`src/rtl/acbias_gen.sv`:
```
module acbias_gen #(
  parameter int CW = 8
) (
  input  logic          clk,
  input  logic          rst_n,
  input  logic          en,
  input  logic          active_mode,
  input  logic [CW-1:0] interval,
  input  logic          line_pulse,
  input  logic          pix_valid,
  output logic          ac_out
);

  logic [CW-1:0] cnt;
  logic          pol;
  logic          run_q;

  wire passive_on = en & ~active_mode;
  wire load       = passive_on & ~run_q;

  always_ff @(posedge clk or negedge rst_n) begin
    if (!rst_n) begin
      cnt   <= '0;
      pol   <= 1'b0;
      run_q <= 1'b0;
    end else begin
      run_q <= passive_on;
      if (!passive_on) begin
        pol <= 1'b0;
      end else if (load) begin
        cnt <= interval;
        pol <= 1'b0;
      end else if (line_pulse) begin
        if (cnt == '0) begin
          cnt <= interval;
          pol <= ~pol;
        end else begin
          cnt <= cnt - 1'b1;
        end
      end
    end
  end

  assign ac_out = en & (active_mode ? pix_valid : pol);

  // fresh load with polarity low on entry to passive running
  a_r2_fresh_load: assert property (@(posedge clk) disable iff (!rst_n)
    (passive_on && !run_q) |=> (!pol && cnt == $past(interval)));

  // expiry inverts polarity and reloads
  a_r3_toggle_at_zero: assert property (@(posedge clk) disable iff (!rst_n)
    (passive_on && run_q && line_pulse && cnt == '0) |=>
      (pol != $past(pol) && cnt == $past(interval)));

  // non-zero count steps down by one and keeps polarity
  a_r3_count_down: assert property (@(posedge clk) disable iff (!rst_n)
    (passive_on && run_q && line_pulse && cnt != '0) |=>
      (cnt == $past(cnt) - 1'b1 && $stable(pol)));

  // no pulse, no change
  a_r4_hold_idle: assert property (@(posedge clk) disable iff (!rst_n)
    (passive_on && run_q && !line_pulse) |=> ($stable(cnt) && $stable(pol)));

  // pin low while disabled
  a_r1_off_low: assert property (@(posedge clk) disable iff (!rst_n)
    !en |-> !ac_out);

endmodule

```
`config.mk`:
```
export PLATFORM = sky130hd
export DESIGN_NAME = acbias_gen
export DESIGN_NICKNAME = d
export VERILOG_FILES = /design/src/rtl/acbias_gen.sv
export SDC_FILE = /design/constraint.sdc
export NUM_CORES = 1
export LEC_CHECK = 0
export ABC_AREA = 1
export CORE_ASPECT_RATIO = 1.25
export CORE_MARGIN = 1
export CORE_UTILIZATION = 40
export DETAILED_ROUTE_END_ITERATION = 8
export GPL_TIMING_DRIVEN = 0
export PLACE_DENSITY = 0.65
export SETUP_SLACK_MARGIN = 0.05
export SYNTH_ARGS = -nofsm -noshare
export SYNTH_HDL_FRONTEND = slang
export SYNTH_SLANG_ARGS = --single-unit
export TNS_END_PERCENT = 20
```
`constraint.sdc`:
```
create_clock -name clk -period 1.8 [get_ports clk]
set_input_delay 0.36 -clock clk [delete_from_list [all_inputs] [get_ports clk]]
set_output_delay 0.36 -clock clk [all_outputs]
set_load 0.02 [all_outputs]
```
==> results of run 1 <==
==> power groups by stage <==
| stage | Sequential [mW] | Combinational [mW] | Clock (mW) |
|---|---|---|---|
| after floorplan | 0.389 | 0.479 | 0 |
| after global placement | 0.411 | 0.568 | 0 |
| after detailed placement | 0.412 | 0.584 | 0 |
| after CTS | 0.408 | 0.586 | 0.214 |
| after global routing | 0.423 | 0.667 | 0.226 |
| final | 0.408 | 0.579 | 0.207 |
==> layout by cell type (no fill, tap or decap) <==
| cell | instances |
|---|---|
| clkbuf_8 | 1 |
| o21ai_1 | 1 |
| inv_2 | 3 |
| nor2_1 | 9 |
| inv_1 | 14 |
| ha_1 | 2 |
| nand4_1 | 2 |
| clkdlybuf4s50_1 | 13 |
| o21ai_4 | 2 |
| nand2_2 | 3 |
| nand2_1 | 30 |
| nand2_4 | 1 |
| nor3_2 | 1 |
| clkbuf_2 | 1 |
| nand3_2 | 2 |
| xor2_1 | 2 |
| o21bai_2 | 2 |
| clkbuf_4 | 3 |
| a21oi_1 | 3 |
| o21ai_0 | 3 |
| nor2_8 | 2 |
| dfrtp_1 | 10 |
| inv_4 | 1 |
| nor2_4 | 3 |
| nand3_1 | 9 |
==> routing by layer <==
layer	wire length, um	GRT usage [%]
met3	48	1.04
met1	711	22.0
met5	0	0
met4	8	8.06
met2	807	31.3
==> flip-flops by register name (all words and copies together) (netlist names) <==
name and cells:
cnt 8, run_q 1, pol 1
==> logic make-up (layout without fill, tap and decap cells) <==
family,count (synthesis),count (layout),synth area share (%)
flip-flops,10,10,31.6
AO/OA/AOI/OAI,11,11,11.4
XOR/XNOR,2,2,2.22
buffers and inverters,18,36,8.86
AND/OR/NAND/NOR,62,62,42.7
adder cells (fa/ha/maj),2,2,3.16
==> how the worst max path moves through the flow <==
stage                         endpoint          startpoint  depth (start not counted)  slack (ps)
floorplan           cnt[0]$_DFFE_PN0P_  cnt[0]$_DFFE_PN0P_                          7         500
global placement                ac_out                  en                          4        -180
detailed placement              ac_out         active_mode                          5        -210
CTS                             ac_out         active_mode                          5          70
global route                    ac_out         active_mode                          5          90
finish                          ac_out         active_mode                          5         200
==> area by class of cell <==
type                       count  area [um^2]
fill                         183          822
tap                           19         23.8
timing repair buffer          14          135
inverter                      18         70.1
multi-input combinational     77          470
sequential                    10          250
clock buffer                   4         36.3
==> metrics by stage <==
stage / hold WS (ps) / power (mW) / cell area (um^2)
after global placement: 514 / 0.979 / 955
final: 420 / 1.19 / 986
after CTS: 427 / 1.21 / 991
after global routing: 449 / 1.32 / 986
after detailed placement: 530 / 0.996 / 955
after floorplan: 64.4 / 0.868 / 791
==> critical path, cell delays in order <==
cell	delay, ps
clkdlybuf4s50_1	470
inv_2	40
o21ai_0	150
a21oi_1	60
clkbuf_2	150
==> what timing repair did <==
action / in CTS / in global routing
gates resized for setup: 2 / 1
endpoints found under the setup margin: 1 / 1
pin swaps: 0 / 0
buffers inserted: 0 / 0
==> results.py, run 1 <==
metrics = {
    "status": {
        "status": "finished clean",
    },
    "timing": {
        "min_period_ps": 1600,
        "final-setup-viol-count": 0,
        "worstMarginPinSlew_ps": 492,
        "maxSlewViolCount": 0,
        "max_freq_mhz": 625,
        "rsz0062_at_grt": "no",
        "fin_crit_sh_pct": 88.9,
        "finClkSkew_ps": 6.65,
        "timing.final.ws_setup_ps": 200,
        "setup_tns_ps": 0,
        "max_slew_margin_pct": 67.1,
        "final_hold_viol_count": 0,
    },
    "critical_path": {
        "r2r_start": "cnt[0]$_DFFE_PN0P_",
        "r2r-end": "cnt[2]$_DFFE_PN0P_",
        "crit_fanout": 3,
        "required_ps": 1440,
        "worstSetupPathType": "in2out",
        "critPathLaunchType": "input pin",
        "reg2regPathDepth": 7,
        "r2r_setup_slack_ps": 300,
        "arrival_ps": 1240,
        "crit_path_end_kind": "primary output",
    },
    "routing": {
        "firstDrtPassIters": 4,
        "routed_wl_mm": 1.58,
        "routedWlPerCell_um": 11.1,
        "num_vias": 687,
        "vias_per_cell": 4.84,
        "ant_nets": 0,
        "drtIter0Drc": 11,
        "remaining_drc_errors": 0,
    },
    "power_and_ir_drop": {
        "p_int_uw": 664,
        "swShare_pct": 44.4,
        "switchingPower_uw": 530,
        "pwr-share-comb_pct": 48.5,
        "seqPwrFrac_pct": 34.2,
        "p_per_area_mw_per_mm2": 1210,
        "power.share.clock_pct": 17.3,
        "ir_drop_mv": 0.728,
        "p_leak_nw": 0.501,
    },
    "finish": {
        "areaGrowthSynthToFinish_pct": 24.7,
        "final_util_pct": 54.5,
        "nets": 140,
        "final_cells": 142,
        "final_layout_size_suffix_gt1_share_pct": 20.3,
        "antenna_cells": 0,
    },
    "logic_synthesis": {
        "yosysSeqAreaShare_pct": 31.6,
        "synth_top_area_cell": "dfrtp_1",
        "synth_cells": 105,
        "async_flop_share_pct": 100,
        "yosysTopAreaCellShare_pct": 31.6,
        "synth_area_leaders": "dfrtp_1 32%, nand2_1 14%, inv_1 6.6%",
        "synth.net_count": 121,
        "synth_warnings": 0,
        "ys_ff_latch": 10,
        "synth.most_common_cell": "nand2_1",
        "synth-edff-count": 0,
        "synth_ff_type": "dfrtp_1",
        "avgSynthCellArea_um2": 7.53,
        "synth_cell_types": 21,
        "synth_commonest_cells": "30 x nand2_1, 14 x inv_1, 10 x dfrtp_1, 9 x nand3_1, 9 x nor2_1",
        "syn_area_um2": 791,
    },
    "cts": {
        "cts_tree": "built",
        "cts_sinks": 10,
        "clkTransAtPathRegs_ps": 80,
        "cts_root_buffer": "clkbuf_4",
        "holdBufCountCts": 0,
        "cts_buffer_depth": 2,
        "cts_buffers": 3,
        "htree_levels": 1,
        "clock_latency_ps": 270,
    },
    "global_routing": {
        "antenna_found_initial": 0,
        "grt_max_degree": 11,
        "overflow": 0,
        "grt_pass1_wl_mm": 2.93,
        "grt_pass1_vias": 690,
        "track_usage_pct": 17.7,
    },
    "floorplan": {
        "dieArea_mm2": 0.00216,
        "start_util_pct": 43.7,
        "die_h_um": 51.7,
        "io_pins": 15,
        "core-area_mm2": 0.00181,
        "die-width_um": 41.8,
        "rows": 17,
    },
    "place": {
        "dp.cells": 138,
        "place.gp.congestion": 0.761,
        "dp_slack_ps": -206,
        "place.detailed.hpwl_mm": 1.25,
        "port_buffers": 14,
    },
    "flow_run": {
        "cap_violations": 0,
    },
    "min_path": {
        "min_path_type": "in2async",
    },
}
Note: power is estimated with default switching activity, not from simulation.
==> inputs of run 2 (changes only) <==
--- a/config.mk
+++ b/config.mk
@@ -9,6 +9,8 @@
 export CORE_ASPECT_RATIO = 1.25
 export CORE_MARGIN = 1
 export CORE_UTILIZATION = 40
+export CTS_BUF_LIST = sky130_fd_sc_hd__clkbuf_2 sky130_fd_sc_hd__clkbuf_4 sky130_fd_sc_hd__clkbuf_8
+export CTS_CLUSTER_SIZE = 24
 export DETAILED_ROUTE_END_ITERATION = 8
 export GPL_TIMING_DRIVEN = 0
 export PLACE_DENSITY = 0.65
==> results of run 2 <==
No change in the layout: final DEF, timing and power equal those of run 1.
